--- config.mk ---
export PLATFORM = sky130hd
export DESIGN_NAME = soc_sequencer
export DESIGN_NICKNAME = d
export VERILOG_FILES = /design/src/rtl/soc_seq_pkg.sv /design/src/rtl/soc_seq_ctrl.sv /design/src/rtl/soc_seq_dp.sv /design/src/rtl/soc_sequencer.sv
export SDC_FILE = /design/constraint.sdc
export NUM_CORES = 1
export LEC_CHECK = 0
export ABC_AREA = 1
export BUFFER_PORTS_ARGS = -buffer_cell sky130_fd_sc_hd__buf_2
export CORE_MARGIN = 4
export CORE_UTILIZATION = 55
export CTS_CLUSTER_SIZE = 20
export DETAILED_ROUTE_END_ITERATION = 8
export PLACE_DENSITY = 0.72
export SLEW_MARGIN = 20
export SYNTH_ARGS = -nofsm -noshare
export SYNTH_HDL_FRONTEND = slang
export SYNTH_SLANG_ARGS = --single-unit
--- constraint.sdc ---
create_clock -name clk -period 2.93 [get_ports clk]
set_input_delay 0.293 -clock clk [delete_from_list [all_inputs] [get_ports clk]]
set_output_delay 0.293 -clock clk [all_outputs]
set_load 0.05 [all_outputs]
--- src/rtl/soc_seq_pkg.sv ---
package soc_seq_pkg;
  localparam int SLOTS  = 16;
  localparam int SLOT_W = $clog2(SLOTS);
  localparam int CHAN_W = 4;

  // strobes from the sequencing control into the datapath
  typedef struct packed {
    logic              startSample;
    logic              latchResult;
    logic [SLOT_W-1:0] slot;
  } seqStrobe_t;
endpackage

--- src/rtl/soc_seq_ctrl.sv ---
module soc_seq_ctrl
  import soc_seq_pkg::*;
#(
  parameter int ACQ_W       = 6,
  parameter int CONV_CYCLES = 13
) (
  input  logic                        clk,
  input  logic                        rstN,
  input  logic [SLOTS-1:0]            pending,
  input  logic [SLOTS-1:0][ACQ_W-1:0] acqTable,
  output seqStrobe_t                  strobe,
  output logic [SLOT_W-1:0]           curSlot,
  output logic                        sampling,
  output logic                        converting
);
  localparam int CONV_W = $clog2(CONV_CYCLES + 1);
  localparam int CNT_W  = (CONV_W > ACQ_W) ? CONV_W : ACQ_W;

  typedef enum logic [1:0] {ST_IDLE, ST_SAMPLE, ST_CONV} seqState_t;

  seqState_t         state;
  logic [CNT_W-1:0]  phaseCnt;
  logic [SLOT_W-1:0] pick;
  logic              anyPending;

  // fixed priority: lowest slot number wins
  always_comb begin
    pick       = '0;
    anyPending = 1'b0;
    for (int i = SLOTS - 1; i >= 0; i--) begin
      if (pending[i]) begin
        pick       = SLOT_W'(i);
        anyPending = 1'b1;
      end
    end
  end

  always_comb begin
    strobe.startSample = (state == ST_IDLE) && anyPending;
    strobe.latchResult = (state == ST_CONV) && (phaseCnt == '0);
    strobe.slot        = strobe.startSample ? pick : curSlot;
  end

  assign sampling   = (state == ST_SAMPLE);
  assign converting = (state == ST_CONV);

  always_ff @(posedge clk) begin
    if (!rstN) begin
      state    <= ST_IDLE;
      phaseCnt <= '0;
      curSlot  <= '0;
    end else begin
      unique case (state)
        ST_IDLE: if (anyPending) begin
          state    <= ST_SAMPLE;
          curSlot  <= pick;
          phaseCnt <= CNT_W'(acqTable[pick]);
        end
        ST_SAMPLE: if (phaseCnt == '0) begin
          state    <= ST_CONV;
          phaseCnt <= CNT_W'(CONV_CYCLES - 1);
        end else begin
          phaseCnt <= phaseCnt - 1'b1;
        end
        ST_CONV: if (phaseCnt == '0) begin
          state <= ST_IDLE;
        end else begin
          phaseCnt <= phaseCnt - 1'b1;
        end
        default: state <= ST_IDLE;
      endcase
    end
  end
endmodule

--- src/rtl/soc_seq_dp.sv ---
module soc_seq_dp
  import soc_seq_pkg::*;
#(
  parameter int NUM_TRIG = 4,
  parameter int ACQ_W    = 6,
  parameter int RES_W    = 12,
  parameter int NUM_INTS = 2
) (
  input  logic                        clk,
  input  logic                        rstN,
  input  logic                        wrEn,
  input  logic [4:0]                  wrAddr,
  input  logic [15:0]                 wrData,
  input  logic [NUM_TRIG-1:0]         extTrig,
  input  logic [NUM_INTS-1:0]         intClr,
  input  seqStrobe_t                  strobe,
  input  logic [SLOT_W-1:0]           curSlot,
  input  logic [RES_W-1:0]            adcCode,
  input  logic [SLOT_W-1:0]           rdSlot,
  output logic [SLOTS-1:0]            pending,
  output logic [SLOTS-1:0][ACQ_W-1:0] acqTable,
  output logic [CHAN_W-1:0]           muxSel,
  output logic [RES_W-1:0]            rdData,
  output logic [SLOTS-1:0]            eocPulse,
  output logic [SLOTS-1:0]            ovfFlag,
  output logic [NUM_INTS-1:0]         intOut
);
  localparam int TRIG_W = (NUM_TRIG > 1) ? $clog2(NUM_TRIG) : 1;
  localparam int ISEL_W = 2;
  localparam logic [4:0] GLOBAL_ADDR = 5'd31;

  logic [SLOTS-1:0][CHAN_W-1:0]    chanCfg;
  logic [SLOTS-1:0][TRIG_W-1:0]    trigCfg;
  logic [SLOTS-1:0][ISEL_W-1:0]    iselCfg;
  logic [NUM_INTS-1:0][SLOT_W-1:0] intSrc;
  logic [NUM_INTS-1:0]             intEn, intCont, intFire;
  logic                            pulsePos;
  logic [SLOTS-1:0][RES_W-1:0]     results;
  logic [SLOTS-1:0]                startPulse, evtVec, hit, clrVec;

  // configuration registers
  always_ff @(posedge clk) begin
    if (!rstN) begin
      chanCfg  <= '0;
      trigCfg  <= '0;
      acqTable <= '0;
      iselCfg  <= '0;
      intSrc   <= '0;
      intEn    <= '0;
      intCont  <= '0;
      pulsePos <= 1'b0;
    end else if (wrEn) begin
      if (wrAddr < 5'(SLOTS)) begin
        chanCfg[wrAddr[SLOT_W-1:0]]  <= wrData[3:0];
        trigCfg[wrAddr[SLOT_W-1:0]]  <= wrData[4 +: TRIG_W];
        acqTable[wrAddr[SLOT_W-1:0]] <= wrData[8 +: ACQ_W];
        iselCfg[wrAddr[SLOT_W-1:0]]  <= wrData[15:14];
      end
      for (int i = 0; i < NUM_INTS; i++) begin
        if (wrAddr == 5'(SLOTS + i)) begin
          intSrc[i]  <= wrData[SLOT_W-1:0];
          intEn[i]   <= wrData[4];
          intCont[i] <= wrData[5];
        end
      end
      if (wrAddr == GLOBAL_ADDR) pulsePos <= wrData[0];
    end
  end

  // trigger decode per slot
  always_comb begin
    for (int s = 0; s < SLOTS; s++) begin
      hit[s] = extTrig[trigCfg[s]];
      for (int j = 0; j < NUM_INTS; j++) begin
        if (iselCfg[s] == ISEL_W'(j + 1) && intFire[j]) hit[s] = 1'b1;
      end
      clrVec[s] = strobe.startSample && (strobe.slot == SLOT_W'(s));
    end
  end

  assign evtVec = pulsePos ? eocPulse : startPulse;

  always_comb begin
    for (int i = 0; i < NUM_INTS; i++) begin
      intFire[i] = intEn[i] && evtVec[intSrc[i]] && (intCont[i] || !intOut[i]);
    end
  end

  // pending, overflow, results, events, interrupt flags
  always_ff @(posedge clk) begin
    if (!rstN) begin
      pending    <= '0;
      ovfFlag    <= '0;
      results    <= '0;
      eocPulse   <= '0;
      startPulse <= '0;
      intOut     <= '0;
    end else begin
      pending    <= (pending & ~clrVec) | hit;
      ovfFlag    <= ovfFlag | (hit & pending & ~clrVec);
      startPulse <= clrVec;
      eocPulse   <= '0;
      if (strobe.latchResult) begin
        results[strobe.slot]  <= adcCode;
        eocPulse[strobe.slot] <= 1'b1;
      end
      for (int i = 0; i < NUM_INTS; i++) begin
        if (intFire[i])     intOut[i] <= 1'b1;
        else if (intClr[i]) intOut[i] <= 1'b0;
      end
    end
  end

  assign muxSel = chanCfg[curSlot];
  assign rdData = results[rdSlot];
endmodule

--- src/rtl/soc_sequencer.sv ---
module soc_sequencer
  import soc_seq_pkg::*;
#(
  parameter int NUM_TRIG    = 4,
  parameter int ACQ_W       = 6,
  parameter int RES_W       = 12,
  parameter int NUM_INTS    = 2,
  parameter int CONV_CYCLES = 13
) (
  input  logic                clk,
  input  logic                rstN,
  input  logic                wrEn,
  input  logic [4:0]          wrAddr,
  input  logic [15:0]         wrData,
  input  logic [NUM_TRIG-1:0] extTrig,
  input  logic [NUM_INTS-1:0] intClr,
  input  logic [3:0]          rdSlot,
  output logic [RES_W-1:0]    rdData,
  input  logic [RES_W-1:0]    adcCode,
  output logic [3:0]          adcMuxSel,
  output logic                adcSample,
  output logic                adcConvert,
  output logic [15:0]         eocPulse,
  output logic [15:0]         ovfFlag,
  output logic [NUM_INTS-1:0] intOut
);
  seqStrobe_t                  strobe;
  logic [SLOT_W-1:0]           curSlot;
  logic [SLOTS-1:0]            pending;
  logic [SLOTS-1:0][ACQ_W-1:0] acqTable;

  soc_seq_ctrl #(.ACQ_W(ACQ_W), .CONV_CYCLES(CONV_CYCLES)) u_ctrl (
    .clk(clk), .rstN(rstN), .pending(pending), .acqTable(acqTable),
    .strobe(strobe), .curSlot(curSlot), .sampling(adcSample), .converting(adcConvert)
  );

  soc_seq_dp #(.NUM_TRIG(NUM_TRIG), .ACQ_W(ACQ_W), .RES_W(RES_W), .NUM_INTS(NUM_INTS)) u_dp (
    .clk(clk), .rstN(rstN), .wrEn(wrEn), .wrAddr(wrAddr), .wrData(wrData),
    .extTrig(extTrig), .intClr(intClr), .strobe(strobe), .curSlot(curSlot),
    .adcCode(adcCode), .rdSlot(rdSlot), .pending(pending), .acqTable(acqTable),
    .muxSel(adcMuxSel), .rdData(rdData), .eocPulse(eocPulse), .ovfFlag(ovfFlag),
    .intOut(intOut)
  );
endmodule

==> results_dict.tcl, run 1 <==
set metrics [dict create \
    syn_inst 3040 \
    cp.required_ns 2.64 \
    firstDrtPassIters 6 \
    clock_path_buffers 3 \
    instances_no_fill 3622 \
    clock_sinks 507 \
    row_count 73 \
    place_hpwl_um 41400 \
    hold_viol 0 \
    routed_wirelength_um 65500 \
    seqCellArea_um2 10200 \
    power_frac_clock_pct 37.9 \
    fin_crit_sh_pct 92.0 \
    grt_pass1_vias 19421 \
    gp_congestion 0.874 \
    power_density_nw_per_um2 694 \
    max_cap_viol_count 0 \
    synth_area_um2 22100 \
    status "complete, no violations" \
    dieArea_um2 43400 \
    root_buffer "clkbuf_16" \
    clk_pin_slew_worst_paths_ns 0.06 \
    ys_seq_area_share_pct 46.0 \
    vias 21056 \
    slew_headroom_pct 33.7 \
    maxSlewViolCount 0 \
    area.growth.synth_to_final_pct 12.9 \
    max_freq_mhz 371 \
    final_nets 3106 \
    synth_area_per_cell_um2 7.27 \
    ir_worst_vdd_v 0.000493 \
    tightest_slew_ns 0.994 \
    netlist-cell-type-count 37 \
    h-tree-depth 2 \
    internal_power_mw 12.0 \
    period_minus_slack_ns 2.69 \
    multi_input_area_um2 9750 \
    pre_cts_slack_ns 0.325 \
    clock-skew-final_ns 0.0195 \
    drive_gt1_share_pct 9.95 \
    wl_per_cell_um 18.1 \
    comb_power_share_pct 19.7 \
    hold_slack_ns 0.0907 \
    grt_first_pass_wirelength_um 104000 \
    numCtsBuffers 53 \
    avgViaCountPerCell 5.81 \
    antenna_found_initial 4 \
    drt_iter0_markers 2216 \
    io_buffer_count 95 \
    fill_cells 3519 \
    yosys_register_bits 507 \
    clk_latency_ns 0.59 \
    worst_slack_ns 0.235 \
    grt_max_degree 153 \
    finalSetupViolations 0 \
    dp.cells 3523 \
    power_leakage_nw 9.59 \
    drc 0 \
    endpoint_kind "output port" \
    p_switching_mw 5.32 \
    core_area_um2 39700 \
    p_sw_share_pct 30.8 \
    cts_tree "yes" \
    pwr-share-seq_pct 42.3 \
    hold_class "in -> reg" \
    drtAntennaViolNets 0 \
    path_class "reg -> out" \
    die-height_um 208 \
    path_max_fanout 41 \
    rsz0062_at_grt "yes" \
    syn_nets 3091 \
    worstPathArrival_ns 2.40 \
    cp-start-kind "flop" \
    die_x_um 208 \
    start_util_pct 55.6 \
    num_io_pins 98 \
    grt-ovfl-total 0 \
    ys.warnings.count 0 \
    track_usage_pct 29.0 \
    post-route-util_pct 62.7 \
]
## synthesized netlist by cell type, drive strengths merged
cell type	instances	area, um2
dfxtp	507	10100
o21ai	548	2790
buf	39	206
o221ai	14	123
nand3	213	1090
a21oi	540	2710
or2	1	6.26
nor4	2	27.5
inv	336	1270
xnor2	2	17.5
ha	5	62.6
clkinv	8	30.0
nor3	10	55.1
a31oi	16	100
mux2i	14	140
nor2	230	937
o21bai	1	7.51
clkbuf	184	691
o211ai	42	315
nand2	296	1120
o22ai	14	87.6
xor2	2	17.5
o311ai	16	140
## cell type report
type | count | share of cell area, %
repair buffers | 183 | 5.50
clock buffers | 86 | 6.35
well taps | 525 | 2.64
inverters | 344 | 5.21
flip-flops and latches | 507 | 40.7
multi-input cells | 1966 | 39.1
clock inverters | 9 | 0.427
diodes | 2 | 0.0201
## power groups by stage
stage                     Clock, mW  Combinational, mW  Sequential (mW)
after global placement            0               3.29             7.45
after detailed placement          0               3.36             7.47
final                          6.56               3.42             7.33
after CTS                      6.63               3.37             7.32
after global routing           6.92               3.75             7.35
after floorplan                   0               2.36             7.46
## critical path, stage by stage (launching register included)
cell	delay (ns)
dfxtp_4	0.63
buf_4	0.28
nand2_1	0.06
o21ai_0	0.12
a21oi_1	0.10
o21ai_0	0.10
nand3_1	0.10
nand2_1	0.11
buf_2	0.27
## sequential cells by signal (all words and copies together) (netlist names)
name             count
u_dp.intEn           2
u_dp.intCont         2
u_dp.trigCfg        32
u_dp.startPulse     16
u_dp.acqTable       96
u_dp.eocPulse       16
u_ctrl.curSlot       4
u_ctrl.state         2
u_dp.iselCfg        32
u_dp.intOut          2
u_dp.ovfFlag        16
u_dp.intSrc          8
u_dp.pending        16
u_dp.pulsePos        1
u_dp.results       192
u_ctrl.phaseCnt      6
u_dp.chanCfg        64
## cell families (layout without fill, tap and decap cells)
logic type / count (synthesis) / after routing / share of synthesized area, %
buffers and inverters: 567 / 622 / 9.93
muxes: 14 / 14 / 0.634
adders and majority gates: 5 / 5 / 0.283
DFF: 507 / 507 / 46.0
xor gates and xnor gates: 4 / 4 / 0.159
and+or+nand+nor: 752 / 752 / 14.6
other: 0 / 2 / 0
AOI/OAI and AO/OA: 1191 / 1191 / 28.4
## through the flow
step                      setup TNS (ns)  total power [mW]  cell area (um2)
after CTS                              0              17.3            24900
after floorplan                        0              9.82            22100
after global placement                 0              10.7            23200
after detailed placement               0              10.8            23200
final                                  0              17.3            24900
after global routing             -0.0388              18.0            24900
## what timing repair did
action                                  4_1_cts  5_1_grt
endpoints found under the setup margin        1       68
hold buffers                                  2        0
setup buffers                                 0        0
resized for setup                             1       12
endpoints found under the hold margin         2        0
pin swaps                                     0        1
## placed cells by master, fill, tap and decap left out, types with 2 or more instances in the layout
cell             n
diode_2          2
buf_6            5
a21oi_1        539
clkbuf_16       54
inv_2           19
mux2i_1         14
nand2_2          3
clkbuf_8        12
dlygate4sd3_1    2
o221ai_1        14
nand3_1        209
dfxtp_1        506
buf_2           93
nand2_1        292
clkinv_2         7
nor2_1         215
a31oi_1         16
nand3_2          4
o211ai_1        42
o22ai_1         14
o21ai_4          4
o311ai_0        16
nor3_1           9
clkinv_1         8
o21ai_1         86
inv_1          315
nor2_2           9
buf_4           66
o21ai_0        458
buf_12          16
bufinv_16        2
ha_1             5
nor2_4           5
xor2_1           2
xnor2_1          2
clkbuf_1        21
## worst paths after layout
kind | from | to | slack (ns) | cells after the start
worst min register to register | u_dp.chanCfg[10]$_SDFFE_PN0P_ | u_dp.chanCfg[10]$_SDFFE_PN0P_ | 0.44 | 2
worst max register to register | u_dp.pending[13]$_SDFF_PN0_ | u_dp.results[119]$_SDFFE_PN0P_ | 0.28 | 22
worst min-delay path | adcCode[10] | u_dp.results[166]$_SDFFE_PN0P_ | 0.09 | 3
worst max-delay path | u_ctrl.curSlot[0]$_SDFFE_PN0N_ | adcMuxSel[0] | 0.24 | 8
## layer usage
layer  global-route usage [%]  vias to the layer above  part of all wire, %
met2                     45.0                      870                   44
met4                     10.4                        6                  3.3
li1                         -                    10284                    -
met3                     5.61                      145                  8.9
met1                     40.5                     9751                   43
met5                        0                        -                0.061
(Power assumes the default switching activity.)
==> inputs of run 2 (changes only) <==
--- a/config.mk
+++ b/config.mk
@@ -8,10 +8,11 @@
 export ABC_AREA = 1
 export BUFFER_PORTS_ARGS = -buffer_cell sky130_fd_sc_hd__buf_2
 export CORE_MARGIN = 4
-export CORE_UTILIZATION = 55
+export CORE_UTILIZATION = 53
 export CTS_CLUSTER_SIZE = 20
 export DETAILED_ROUTE_END_ITERATION = 8
-export PLACE_DENSITY = 0.72
+export PLACE_DENSITY = 0.7
+export SKIP_LAST_GASP = 1
 export SLEW_MARGIN = 20
 export SYNTH_ARGS = -nofsm -noshare
 export SYNTH_HDL_FRONTEND = slang
==> results_dict.tcl, run 2 (same netlist as run 1, synthesis figures left out) <==
set metrics [dict create \
    reg.largest.list "u_dp.results (192), u_dp.acqTable (96), u_dp.chanCfg (64)" \
    comb_power_share_pct 19.9 \
    hold_slack_ns 0.0930 \
    h-tree-depth 2 \
    fill_cells 3694 \
    internal_power_mw 11.8 \
    grt-ovfl-total 0 \
    slew_headroom_pct 40.6 \
    avgViaCountPerCell 5.77 \
    tightest_slew_ns 0.889 \
    start_util_pct 53.8 \
    dp.cells 3539 \
    dieArea_um2 45000 \
    die-height_um 212 \
    period_minus_slack_ns 2.78 \
    cp-start-kind "flop" \
    clock_path_buffers 3 \
    grt_max_degree 125 \
    root_buffer "clkbuf_16" \
    num_io_pins 98 \
    fin_crit_sh_pct 94.9 \
    cts_tree "yes" \
    path_max_fanout 22 \
    status "complete, no violations" \
    vias 21002 \
    hold_class "in -> reg" \
    clk_latency_ns 0.60 \
    track_usage_pct 28.2 \
    area.growth.synth_to_final_pct 13.1 \
    p_sw_share_pct 30.9 \
    cp.required_ns 2.64 \
    finalPower_mw 17.2 \
    post-route-util_pct 60.9 \
    power_frac_clock_pct 37.4 \
    final_nets 3116 \
    grt_pass1_vias 19257 \
    largest_register "u_dp.results" \
    endpoint_kind "output port" \
    hold_viol 0 \
    io_buffer_count 95 \
    instances_no_fill 3638 \
    drtAntennaViolNets 0 \
    final_cell_mix "a21oi_1, dfxtp_1, o21ai_0" \
    max_cap_viol_count 0 \
    finalSetupViolations 0 \
    firstDrtPassIters 5 \
    worstPathArrival_ns 2.49 \
    power_leakage_nw 9.63 \
    path_class "reg -> out" \
    row_count 74 \
    layout_commonest_cell "a21oi_1" \
    core_area_um2 41000 \
    power_density_nw_per_um2 687 \
    drc 0 \
    grt_first_pass_wirelength_um 103000 \
    drive_gt1_share_pct 10.5 \
    wl_per_cell_um 17.9 \
    largest_reg_flops 192 \
    place_hpwl_um 41600 \
    ir_worst_vdd_v 0.000418 \
    die_x_um 212 \
    clock_sinks 507 \
    numCtsBuffers 52 \
    maxSlewViolCount 0 \
    clk_pin_slew_worst_paths_ns 0.06 \
    gp_congestion 0.876 \
    max_freq_mhz 360 \
    rsz0062_at_grt "yes" \
    antenna_found_initial 2 \
    pwr-share-seq_pct 42.7 \
    drt_iter0_markers 2368 \
    routed_wirelength_um 65300 \
    clock-skew-final_ns 0.0190 \
    p_switching_mw 5.30 \
]
==> run 2: changes by cell type in the layout (fill, tap and decap cells not counted), moves of 3 or more <==
cell / delta
o21ai_1: -4
buf_4: +16
clkbuf_8: +4
o21ai_0: +4
buf_6: -5
clkinv_2: +3
clkbuf_1: -8
==> run 2: layout make-up <==
| cell class | count | area (um2) | area share [%] |
|---|---|---|---|
| flip-flops and latches | 507 | 10200 | 40.7 |
| multi-input cells | 1966 | 9750 | 39.1 |
| clock buffers | 81 | 1580 | 6.33 |
| repair buffers | 194 | 1440 | 5.75 |
| inverters | 344 | 1300 | 5.22 |
| well taps | 532 | 666 | 2.67 |
| clock inverters | 13 | 78.8 | 0.316 |
| diodes | 1 | 2.50 | 0.0100 |
==> run 2: timing repair <==
action                                  in CTS  in global routing
endpoints found under the setup margin       0                 43
setup buffers                                0                  2
hold endpoints to repair                     2                  0
hold buffers                                 2                  0
gates resized for setup                      0                  6
==> run 2: layer usage <==
metal,wire [um],global-route usage (%),up-vias
li1,-,-,10325
met1,29100,40.1,9730
met2,28800,44.1,810
met3,5590,5.31,135
met4,1720,8.36,2
met5,19,0,-
==> run 2: path summary, 6_finish.rpt <==
kind	startpoint	endpoint	slack [ns]	cells after the start
hold reg to reg	u_dp.chanCfg[8]$_SDFFE_PN0P_	u_dp.chanCfg[8]$_SDFFE_PN0P_	0.45	2
hold / removal	adcCode[10]	u_dp.results[46]$_SDFFE_PN0P_	0.09	3
setup reg to reg	u_dp.pending[14]$_SDFF_PN0_	u_dp.results[147]$_SDFFE_PN0P_	0.26	26
setup / recovery	u_ctrl.curSlot[0]$_SDFFE_PN0N_	adcMuxSel[2]	0.15	8
==> run 2: power groups by stage <==
stage,combinational (mW),sequential [mW],clock (mW)
after detailed placement,3.33,7.47,0
after global routing,3.76,7.35,6.81
after floorplan,2.36,7.46,0
after CTS,3.35,7.32,6.51
after global placement,3.28,7.46,0
final,3.41,7.33,6.41
==> run 2: critical path: stages (launching register included) <==
cell and delay (ns):
dfxtp_2 0.62, buf_4 0.28, nand2_1 0.06, o21ai_0 0.09
a21oi_1 0.09, o21ai_0 0.10, nand3_1 0.22, nand2_1 0.15
buf_2 0.27
==> run 2: per-stage QoR <==
step	setup slack (ns)	instance area, um2	setup TNS, ns
after global routing	-0.0242	25000	-0.0599
after CTS	0.00147	24900	0
after detailed placement	0.154	23300	0
after floorplan	0.426	22100	0
after global placement	0.148	23300	0
final	0.150	25000	0
